### src/rtl/smbc_pkg.sv
package smbc_pkg;
  typedef enum logic [2:0] {
    ST_IDLE,
    ST_RX,
    ST_ACK,
    ST_TX,
    ST_TACK
  } eng_state_t;

  typedef enum logic [1:0] {
    PH_ADDR,
    PH_CMD,
    PH_CNT,
    PH_DATA
  } eng_phase_t;

  localparam logic [6:0] SLAVE_ADDR7 = 7'h69;
endpackage

### src/rtl/smbc_sync.sv
module smbc_sync #(
  parameter int STAGES = 2
) (
  input  logic clk,
  input  logic rst_n,
  input  logic scl_i,
  input  logic sda_i,
  output logic scl_s,
  output logic sda_s,
  output logic scl_rise,
  output logic scl_fall,
  output logic start_det,
  output logic stop_det
);
  logic [STAGES-1:0] scl_pipe, sda_pipe;
  logic scl_q, sda_q;

  always_ff @(posedge clk or negedge rst_n) begin
    if (!rst_n) begin
      scl_pipe <= '1;
      sda_pipe <= '1;
      scl_q    <= 1'b1;
      sda_q    <= 1'b1;
    end else begin
      scl_pipe <= {scl_pipe[STAGES-2:0], scl_i};
      sda_pipe <= {sda_pipe[STAGES-2:0], sda_i};
      scl_q    <= scl_pipe[STAGES-1];
      sda_q    <= sda_pipe[STAGES-1];
    end
  end

  assign scl_s     = scl_pipe[STAGES-1];
  assign sda_s     = sda_pipe[STAGES-1];
  assign scl_rise  = scl_s & ~scl_q;
  assign scl_fall  = ~scl_s & scl_q;
  assign start_det = scl_s & scl_q & sda_q & ~sda_s;
  assign stop_det  = scl_s & scl_q & ~sda_q & sda_s;
endmodule

### src/rtl/smbc_engine.sv
module smbc_engine
  import smbc_pkg::*;
#(
  parameter int NREG = 3,
  localparam int IW = $clog2(NREG + 2)
) (
  input  logic          clk,
  input  logic          rst_n,
  input  logic          scl_s,
  input  logic          sda_s,
  input  logic          scl_rise,
  input  logic          scl_fall,
  input  logic          start_det,
  input  logic          stop_det,
  input  logic [7:0]    rd_byte,
  output logic [IW-1:0] ptr_o,
  output logic          wr_en,
  output logic [7:0]    wr_data,
  output logic          sda_oe
);
  localparam logic [IW-1:0] WR_LAST = IW'(NREG);
  localparam logic [IW-1:0] RD_LAST = IW'(NREG + 1);

  eng_state_t state_q, state_d;
  eng_phase_t phase_q, phase_d;
  logic [3:0]    bitcnt_q, bitcnt_d;
  logic [7:0]    sh_q, sh_d;
  logic [IW-1:0] ptr_q, ptr_d;
  logic          rd_q, rd_d;
  logic          drv_q, drv_d;
  logic          nack_q, nack_d;

  always_comb begin
    state_d  = state_q;
    phase_d  = phase_q;
    bitcnt_d = bitcnt_q;
    sh_d     = sh_q;
    ptr_d    = ptr_q;
    rd_d     = rd_q;
    drv_d    = drv_q;
    nack_d   = nack_q;
    wr_en    = 1'b0;
    if (start_det) begin
      state_d  = ST_RX;
      phase_d  = PH_ADDR;
      bitcnt_d = '0;
      ptr_d    = '0;
      drv_d    = 1'b0;
    end else if (stop_det) begin
      state_d = ST_IDLE;
      drv_d   = 1'b0;
    end else begin
      unique case (state_q)
        ST_RX: begin
          if (scl_rise) begin
            sh_d     = {sh_q[6:0], sda_s};
            bitcnt_d = bitcnt_q + 4'd1;
          end else if (scl_fall && bitcnt_q == 4'd8) begin
            if (phase_q == PH_ADDR) begin
              if (sh_q[7:1] == SLAVE_ADDR7) begin
                rd_d    = sh_q[0];
                drv_d   = 1'b1;
                state_d = ST_ACK;
              end else begin
                state_d = ST_IDLE;
              end
            end else begin
              drv_d   = 1'b1;
              state_d = ST_ACK;
              if (phase_q == PH_DATA && ptr_q < WR_LAST) begin
                wr_en = 1'b1;
                ptr_d = ptr_q + 1'b1;
              end
            end
          end
        end
        ST_ACK: begin
          if (scl_fall) begin
            bitcnt_d = '0;
            if (rd_q) begin
              state_d = ST_TX;
              sh_d    = rd_byte;
              drv_d   = ~rd_byte[7];
              if (ptr_q < RD_LAST) ptr_d = ptr_q + 1'b1;
            end else begin
              state_d = ST_RX;
              drv_d   = 1'b0;
              if (phase_q != PH_DATA) phase_d = eng_phase_t'(phase_q + 2'd1);
            end
          end
        end
        ST_TX: begin
          if (scl_fall) begin
            if (bitcnt_q == 4'd7) begin
              drv_d   = 1'b0;
              state_d = ST_TACK;
            end else begin
              bitcnt_d = bitcnt_q + 4'd1;
              sh_d     = {sh_q[6:0], 1'b1};
              drv_d    = ~sh_q[6];
            end
          end
        end
        ST_TACK: begin
          if (scl_rise) nack_d = sda_s;
          else if (scl_fall) begin
            if (nack_q) state_d = ST_IDLE;
            else begin
              state_d  = ST_TX;
              bitcnt_d = '0;
              sh_d     = rd_byte;
              drv_d    = ~rd_byte[7];
              if (ptr_q < RD_LAST) ptr_d = ptr_q + 1'b1;
            end
          end
        end
        default: ;
      endcase
    end
  end

  always_ff @(posedge clk or negedge rst_n) begin
    if (!rst_n) begin
      state_q  <= ST_IDLE;
      phase_q  <= PH_ADDR;
      bitcnt_q <= '0;
      sh_q     <= '0;
      ptr_q    <= '0;
      rd_q     <= 1'b0;
      drv_q    <= 1'b0;
      nack_q   <= 1'b1;
    end else begin
      state_q  <= state_d;
      phase_q  <= phase_d;
      bitcnt_q <= bitcnt_d;
      sh_q     <= sh_d;
      ptr_q    <= ptr_d;
      rd_q     <= rd_d;
      drv_q    <= drv_d;
      nack_q   <= nack_d;
    end
  end

  assign ptr_o   = ptr_q;
  assign wr_data = sh_q;
  assign sda_oe  = drv_q;

  // the data drive moves only in the SCL low phase
  assert_sda_scl_low_R10: assert property (@(posedge clk) disable iff (!rst_n)
    (!$stable(sda_oe) && !$past(start_det) && !$past(stop_det)) |-> !scl_s);
  // a stop releases the line and idles
  assert_stop_idle_R10: assert property (@(posedge clk) disable iff (!rst_n)
    (stop_det && !start_det) |=> (state_q == ST_IDLE && !sda_oe));
  // a start restarts address reception
  assert_start_addr_R10: assert property (@(posedge clk) disable iff (!rst_n)
    start_det |=> (state_q == ST_RX && phase_q == PH_ADDR && bitcnt_q == 4'd0));
  // stores never run past the last register
  assert_write_range_R8: assert property (@(posedge clk) disable iff (!rst_n)
    wr_en |-> (ptr_q < WR_LAST && phase_q == PH_DATA && !rd_q));
endmodule

### src/rtl/smbc_regfile.sv
module smbc_regfile #(
  parameter int NREG = 3,
  localparam int IW = $clog2(NREG + 2)
) (
  input  logic                      clk,
  input  logic                      rst_n,
  input  logic                      wr_en,
  input  logic [IW-1:0]             wr_idx,
  input  logic [7:0]                wr_data,
  input  logic [IW-1:0]             rd_idx,
  output logic [7:0]                rd_byte,
  input  logic                      cpu_stop_n_i,
  input  logic                      pci_stop_n_i,
  input  logic [2:0]                sel_i,
  input  logic                      mult_i,
  output logic [2:0]                ctl0_o,
  output logic                      pci_eff_n_o,
  output logic [6:0]                ctl1_o,
  output logic [NREG-3:0][7:0]      aux_o
);
  function automatic logic [7:0] wmask(int i);
    if (i == 0) return 8'hE8;
    else if (i == 1) return 8'h7F;
    else return 8'hFF;
  endfunction

  function automatic logic [7:0] rdefault(int i);
    if (i == 0) return 8'h08;
    else if (i == 1) return 8'h07;
    else return 8'h00;
  endfunction

  logic [NREG-1:0][7:0] regs_q;
  logic [NREG-1:0][7:0] view;

  for (genvar g = 0; g < NREG; g++) begin : g_reg
    localparam logic [7:0] WM = wmask(g);
    localparam logic [7:0] RD = rdefault(g);
    logic hit;
    assign hit = wr_en && (wr_idx == IW'(g));
    always_ff @(posedge clk or negedge rst_n) begin
      if (!rst_n) regs_q[g] <= RD;
      else if (hit) regs_q[g] <= (wr_data & WM) | (regs_q[g] & ~WM);
    end
    if (g == 0) begin : g_v0
      assign view[g] = {regs_q[g][7:5], cpu_stop_n_i,
                        regs_q[g][3] & pci_stop_n_i, sel_i};
    end else if (g == 1) begin : g_v1
      assign view[g] = {mult_i, regs_q[g][6:0]};
    end else begin : g_vn
      assign view[g] = regs_q[g];
      assign aux_o[g-2] = regs_q[g];
    end
  end

  always_comb begin
    if (rd_idx == '0) rd_byte = 8'(NREG);
    else if (rd_idx <= IW'(NREG)) rd_byte = view[rd_idx - 1'b1];
    else rd_byte = 8'hFF;
  end

  assign ctl0_o      = regs_q[0][7:5];
  assign pci_eff_n_o = regs_q[0][3] & pci_stop_n_i;
  assign ctl1_o      = regs_q[1][6:0];

  // without a store the registers keep their contents
  assert_hold_R4: assert property (@(posedge clk) disable iff (!rst_n)
    !wr_en |=> $stable(regs_q));
endmodule

### src/rtl/smb_clkctl_slave.sv
module smb_clkctl_slave #(
  parameter int NREG = 3,
  parameter int SYNC_STAGES = 2
) (
  input  logic       clk,
  input  logic       rst_n,
  input  logic       scl_i,
  input  logic       sda_i,
  output logic       sda_oe_o,
  input  logic       cpu_stop_n_i,
  input  logic       pci_stop_n_i,
  input  logic [2:0] sel_i,
  input  logic       mult_i,
  output logic       spread_en_o,
  output logic       pd_tristate_o,
  output logic       alt48_sel_o,
  output logic       pci_stop_eff_n_o,
  output logic       stop_tristate_o,
  output logic [2:0] free_run_o,
  output logic [2:0] out_en_o,
  output logic [7:0] aux_cfg_o
);
  localparam int IW = $clog2(NREG + 2);

  logic [1:0] rst_pipe;
  logic       rst_int_n;

  always_ff @(posedge clk or negedge rst_n) begin
    if (!rst_n) rst_pipe <= 2'b00;
    else        rst_pipe <= {rst_pipe[0], 1'b1};
  end
  assign rst_int_n = rst_pipe[1];

  logic scl_s, sda_s, scl_rise, scl_fall, start_det, stop_det;
  logic [IW-1:0] ptr;
  logic          wr_en;
  logic [7:0]    wr_data, rd_byte;
  logic [2:0]    ctl0;
  logic [6:0]    ctl1;
  logic [NREG-3:0][7:0] aux;

  smbc_sync #(.STAGES(SYNC_STAGES)) u_sync (
    .clk(clk), .rst_n(rst_int_n), .scl_i(scl_i), .sda_i(sda_i),
    .scl_s(scl_s), .sda_s(sda_s), .scl_rise(scl_rise), .scl_fall(scl_fall),
    .start_det(start_det), .stop_det(stop_det)
  );

  smbc_engine #(.NREG(NREG)) u_eng (
    .clk(clk), .rst_n(rst_int_n), .scl_s(scl_s), .sda_s(sda_s),
    .scl_rise(scl_rise), .scl_fall(scl_fall), .start_det(start_det),
    .stop_det(stop_det), .rd_byte(rd_byte), .ptr_o(ptr), .wr_en(wr_en),
    .wr_data(wr_data), .sda_oe(sda_oe_o)
  );

  smbc_regfile #(.NREG(NREG)) u_regs (
    .clk(clk), .rst_n(rst_int_n), .wr_en(wr_en), .wr_idx(ptr),
    .wr_data(wr_data), .rd_idx(ptr), .rd_byte(rd_byte),
    .cpu_stop_n_i(cpu_stop_n_i), .pci_stop_n_i(pci_stop_n_i),
    .sel_i(sel_i), .mult_i(mult_i), .ctl0_o(ctl0),
    .pci_eff_n_o(pci_stop_eff_n_o), .ctl1_o(ctl1), .aux_o(aux)
  );

  assign spread_en_o     = ctl0[2];
  assign pd_tristate_o   = ctl0[1];
  assign alt48_sel_o     = ctl0[0];
  assign stop_tristate_o = ctl1[6];
  assign free_run_o      = ctl1[5:3];
  assign out_en_o        = ctl1[2:0];
  assign aux_cfg_o       = aux[0];
endmodule

### config.mk
export PLATFORM = sky130hd
export DESIGN_NAME = smb_clkctl_slave
export DESIGN_NICKNAME = d
export VERILOG_FILES = /design/src/rtl/smbc_pkg.sv /design/src/rtl/smbc_sync.sv /design/src/rtl/smbc_engine.sv /design/src/rtl/smbc_regfile.sv /design/src/rtl/smb_clkctl_slave.sv
export SDC_FILE = /design/constraint.sdc
export NUM_CORES = 1
export LEC_CHECK = 0
export CAP_MARGIN = 25
export CORE_ASPECT_RATIO = 0.6
export CORE_UTILIZATION = 58
export DETAILED_ROUTE_END_ITERATION = 10
export DONT_BUFFER_PORTS = 1
export PLACE_DENSITY_LB_ADDON = 0.25
export SYNTH_ARGS = -nofsm -noshare
export SYNTH_HDL_FRONTEND = slang
export SYNTH_SLANG_ARGS = --single-unit
### constraint.sdc
create_clock -name clk -period 3.05 [get_ports clk]
set_clock_uncertainty 0.1 [all_clocks]
set_input_delay 0.1525 -clock clk [delete_from_list [all_inputs] [get_ports clk]]
set_output_delay 0.1525 -clock clk [all_outputs]
set_load 0.02 [all_outputs]
==> impl_metrics.yaml <==
worst_setup_path:
  path_class: "reg2reg"
  path_max_fanout: 11
  end_kind: "flip-flop"
  crit_arrival_ps: 2620
  crit_required_ps: 3150
  critPathLaunchType: "flip-flop"
timing:
  period_needed_ps: 2520
  clock.fmax_mhz: 397
  report.final.slew_viol_count: 0
  rsz0062_at_grt: "no"
  max_slew.worst_pin.slew_ps: 646
  timing.setup.tns_ps: 0
  finalSetupViolCount: 0
  slew_headroom_pct: 56.8
  hold_ws_ps: -4.80
  hold_viol: 3
  finalCritPeriodShare_pct: 82.6
finish:
  final_area_um2: 3000
  utilization_pct: 64.0
  drive_gt1_share_pct: 25.7
  syn_to_final_growth_pct: 3.81
  antenna_cells: 0
  final_nets: 275
floorplan:
  ios: 30
  rows: 19
  core_area_um2: 4680
  dieHeight_um: 56.6
  die_area_um2: 5270
  initial_utilization_pct: 61.6
  die_x_um: 93.1
clock_tree:
  h-tree-depth: 2
  numCtsBuffers: 5
  worstSkewPairLatency_ps: 310
  cts_tree: "yes"
  cts_setup_buffers: 0
  clockRootBuffer: "clkbuf_8"
  cts_sinks: 50
  path_clk_slew_ps: 100
  cts_buffer_depth: 2
min_path:
  hold_path.class: "reg2async"
yosys:
  synth_enable_flop_cells: 0
  ys_async_sr_fraction_pct: 100
  synthFlopType: "dfrtp_1"
  synthMuxAreaShare_pct: 16.1
  syn_avg_cell_area_um2: 10.9
  synthSimpleGateAreaFrac_pct: 14.3
  ys_seq_area_share_pct: 43.8
  yosys.area_share.adder_pct: 3.90
  synth.ff_latch_count: 50
  synth_top_family_by_area: "multiplexers"
  synth.cell_area_um2: 2890
  synth_xor_area_share_pct: 0.303
  synth_compound_area_share_pct: 15.0
  yosys_warnings: 0
  ys_types: 60
  syn-instance-count: 266
  syn-num-nets: 285
power:
  ir_drop_v: 0.000345
  leakagePower_nw: 1.31
  power.density_nw_per_um2: 552
drt:
  ant_nets: 0
  drcViolationCount: 0
  drt-initial-drc-count: 210
  drt-total-wl_mm: 6.42
  wl_per_cell_um: 20.1
  drt-pass1-iter-count: 6
  drt-vias-per-instance: 6.44
  vias: 2061
place:
  io_buffers: 0
  hpwl_mm: 4.44
  globalplace.congestion: 0.939
  place_area_um2: 2830
grt:
  grt_pass1_vias: 1921
  grt_start_max_net_pins: 49
  antenna_found_initial: 0
  grt_pass1_wl_mm: 10.2
  grtUsageTotal_pct: 25.8
  gr-total-overflow: 0
outcome:
  failed_checks: "negative hold slack"
  status: "finished, violations left"
flow_run:
  drv_cap: 0
[metal layers]
metal / track usage (%) / part of all wire, % / vias up
li1: - / - / 935
met1: 42.4 / 49 / 1008
met2: 32.9 / 40 / 105
met3: 7.72 / 10 / 13
met4: 4.62 / 0.97 / 0
met5: 0 / 0 / -
[path summary, 6_finish.rpt]
| path | start | endpoint | slack, ps | cells past startpoint |
|---|---|---|---|---|
| max in group asynchronous | rst_n | rst_pipe[1] | 2190 | 2 |
| worst max-delay path | u_eng.ptr_o[1] | u_eng.wr_data[7] | 530 | 6 |
| worst min register to register | rst_pipe[1] | u_eng.bitcnt_q[1] | -5 | 0 |
| min in group clk | mult_i | u_eng.sda_oe | 110 | 3 |
| worst max register to register | u_eng.ptr_o[1] | u_eng.wr_data[7] | 530 | 6 |
| worst min-delay path | rst_pipe[1] | u_eng.bitcnt_q[1] | -5 | 0 |
[worst max-delay path: stages, from the launching register on]
cell and delay (ps):
dfrtp_1 420, inv_1 80, ha_1 600, mux2_2 390
a221o_1 360, a22o_1 210, mux2_2 260
[cell usage in the layout, fill, tap and decap left out, drive strengths merged, types with 2 or more instances in the layout]
cell type,instances
dfrtp,39
mux2,35
nand2,27
o21ai,14
inv,12
dfstp,11
ha,9
nor2,7
mux2i,7
clkbuf,7
nor2b,6
nand3,6
nand2b,5
nand4,5
a221oi,5
dlygate4sd3,4
nor3b,4
o22ai,4
and2,3
a21o,3
o32a,2
a211o,2
a21oi,2
a221o,2
a21boi,2
nor3,2
o31a,2
o2bb2ai,2
o21a,2
and3b,2
nor4,2
buf,2
[cells in the mapped netlist, types with 3 or more instances]
| master | n | area, um^2 |
|---|---|---|
| a221oi_1 | 5 | 43.8 |
| and2_1 | 3 | 18.8 |
| buf_2 | 4 | 20.0 |
| buf_4 | 14 | 105 |
| clkbuf_1 | 4 | 15.0 |
| dfrtp_1 | 39 | 976 |
| dfstp_2 | 11 | 289 |
| ha_1 | 9 | 113 |
| inv_1 | 12 | 45.0 |
| mux2_2 | 34 | 383 |
| mux2i_1 | 7 | 70.1 |
| nand2_1 | 26 | 97.6 |
| nand2b_1 | 5 | 31.3 |
| nand3_1 | 6 | 30.0 |
| nand4_1 | 5 | 31.3 |
| nor2_1 | 7 | 26.3 |
| nor2b_1 | 6 | 37.5 |
| nor3b_1 | 3 | 22.5 |
| o21ai_0 | 13 | 65.1 |
| o22ai_1 | 3 | 18.8 |
[cells by family after synthesis]
kind of cell	Yosys count
buffers and inverters	35
AO/OA/AOI/OAI	53
adder cells (fa/ha/maj)	9
XOR/XNOR	1
flip-flops	50
AND/OR/NAND/NOR	75
other	1
multiplexers	42
[repair_timing]
item | CTS | global route
hold endpoints to repair | 4 | 0
resized for setup | 0 | 0
hold buffers | 4 | 0
[power by group]
group | internal [mW] | total, mW | switching [mW]
Combinational | 0.170 | 0.423 | 0.252
Sequential | 0.705 | 0.764 | 0.0593
Clock | 0.246 | 0.466 | 0.220
[through the flow]
step           cells  hold WS, ps  power [mW]  setup WS (ps)
2_1_floorplan    266         -243        1.08            427
3_3_place_gp     307         -243        1.17            625
3_5_place_dp     307         -243        1.18            551
4_1_cts          319          123        1.64            525
5_1_grt          320         2.53        1.72            418
6_report         320        -4.80        1.65            531
[registers in the layout, indices dropped and copies added, names as in the netlist]
signal,cells
u_regs.ctl0_o,3
u_sync.scl_pipe,2
u_eng.bitcnt_q,4
u_eng.sda_oe,1
rst_pipe,2
u_regs.ctl1_o,7
u_regs.regs_q,1
u_eng.rd_q,1
u_eng.state_q,3
u_eng.wr_data,8
u_eng.nack_q,1
u_eng.ptr_o,3
u_regs.aux_o,8
u_sync.scl_q,1
u_sync.sda_q,1
u_sync.sda_pipe,2
u_eng.phase_q,2
[area by class of cell]
type | count | area [um^2]
multi-input combinational | 181 | 1430
sequential | 50 | 1270
clock buffer | 7 | 76.3
timing repair buffer | 6 | 67.6
fill | 354 | 1690
inverter | 12 | 45.0
tap | 63 | 78.8
clock inverter | 1 | 30.0
Power figures use the tool's default switching activity.
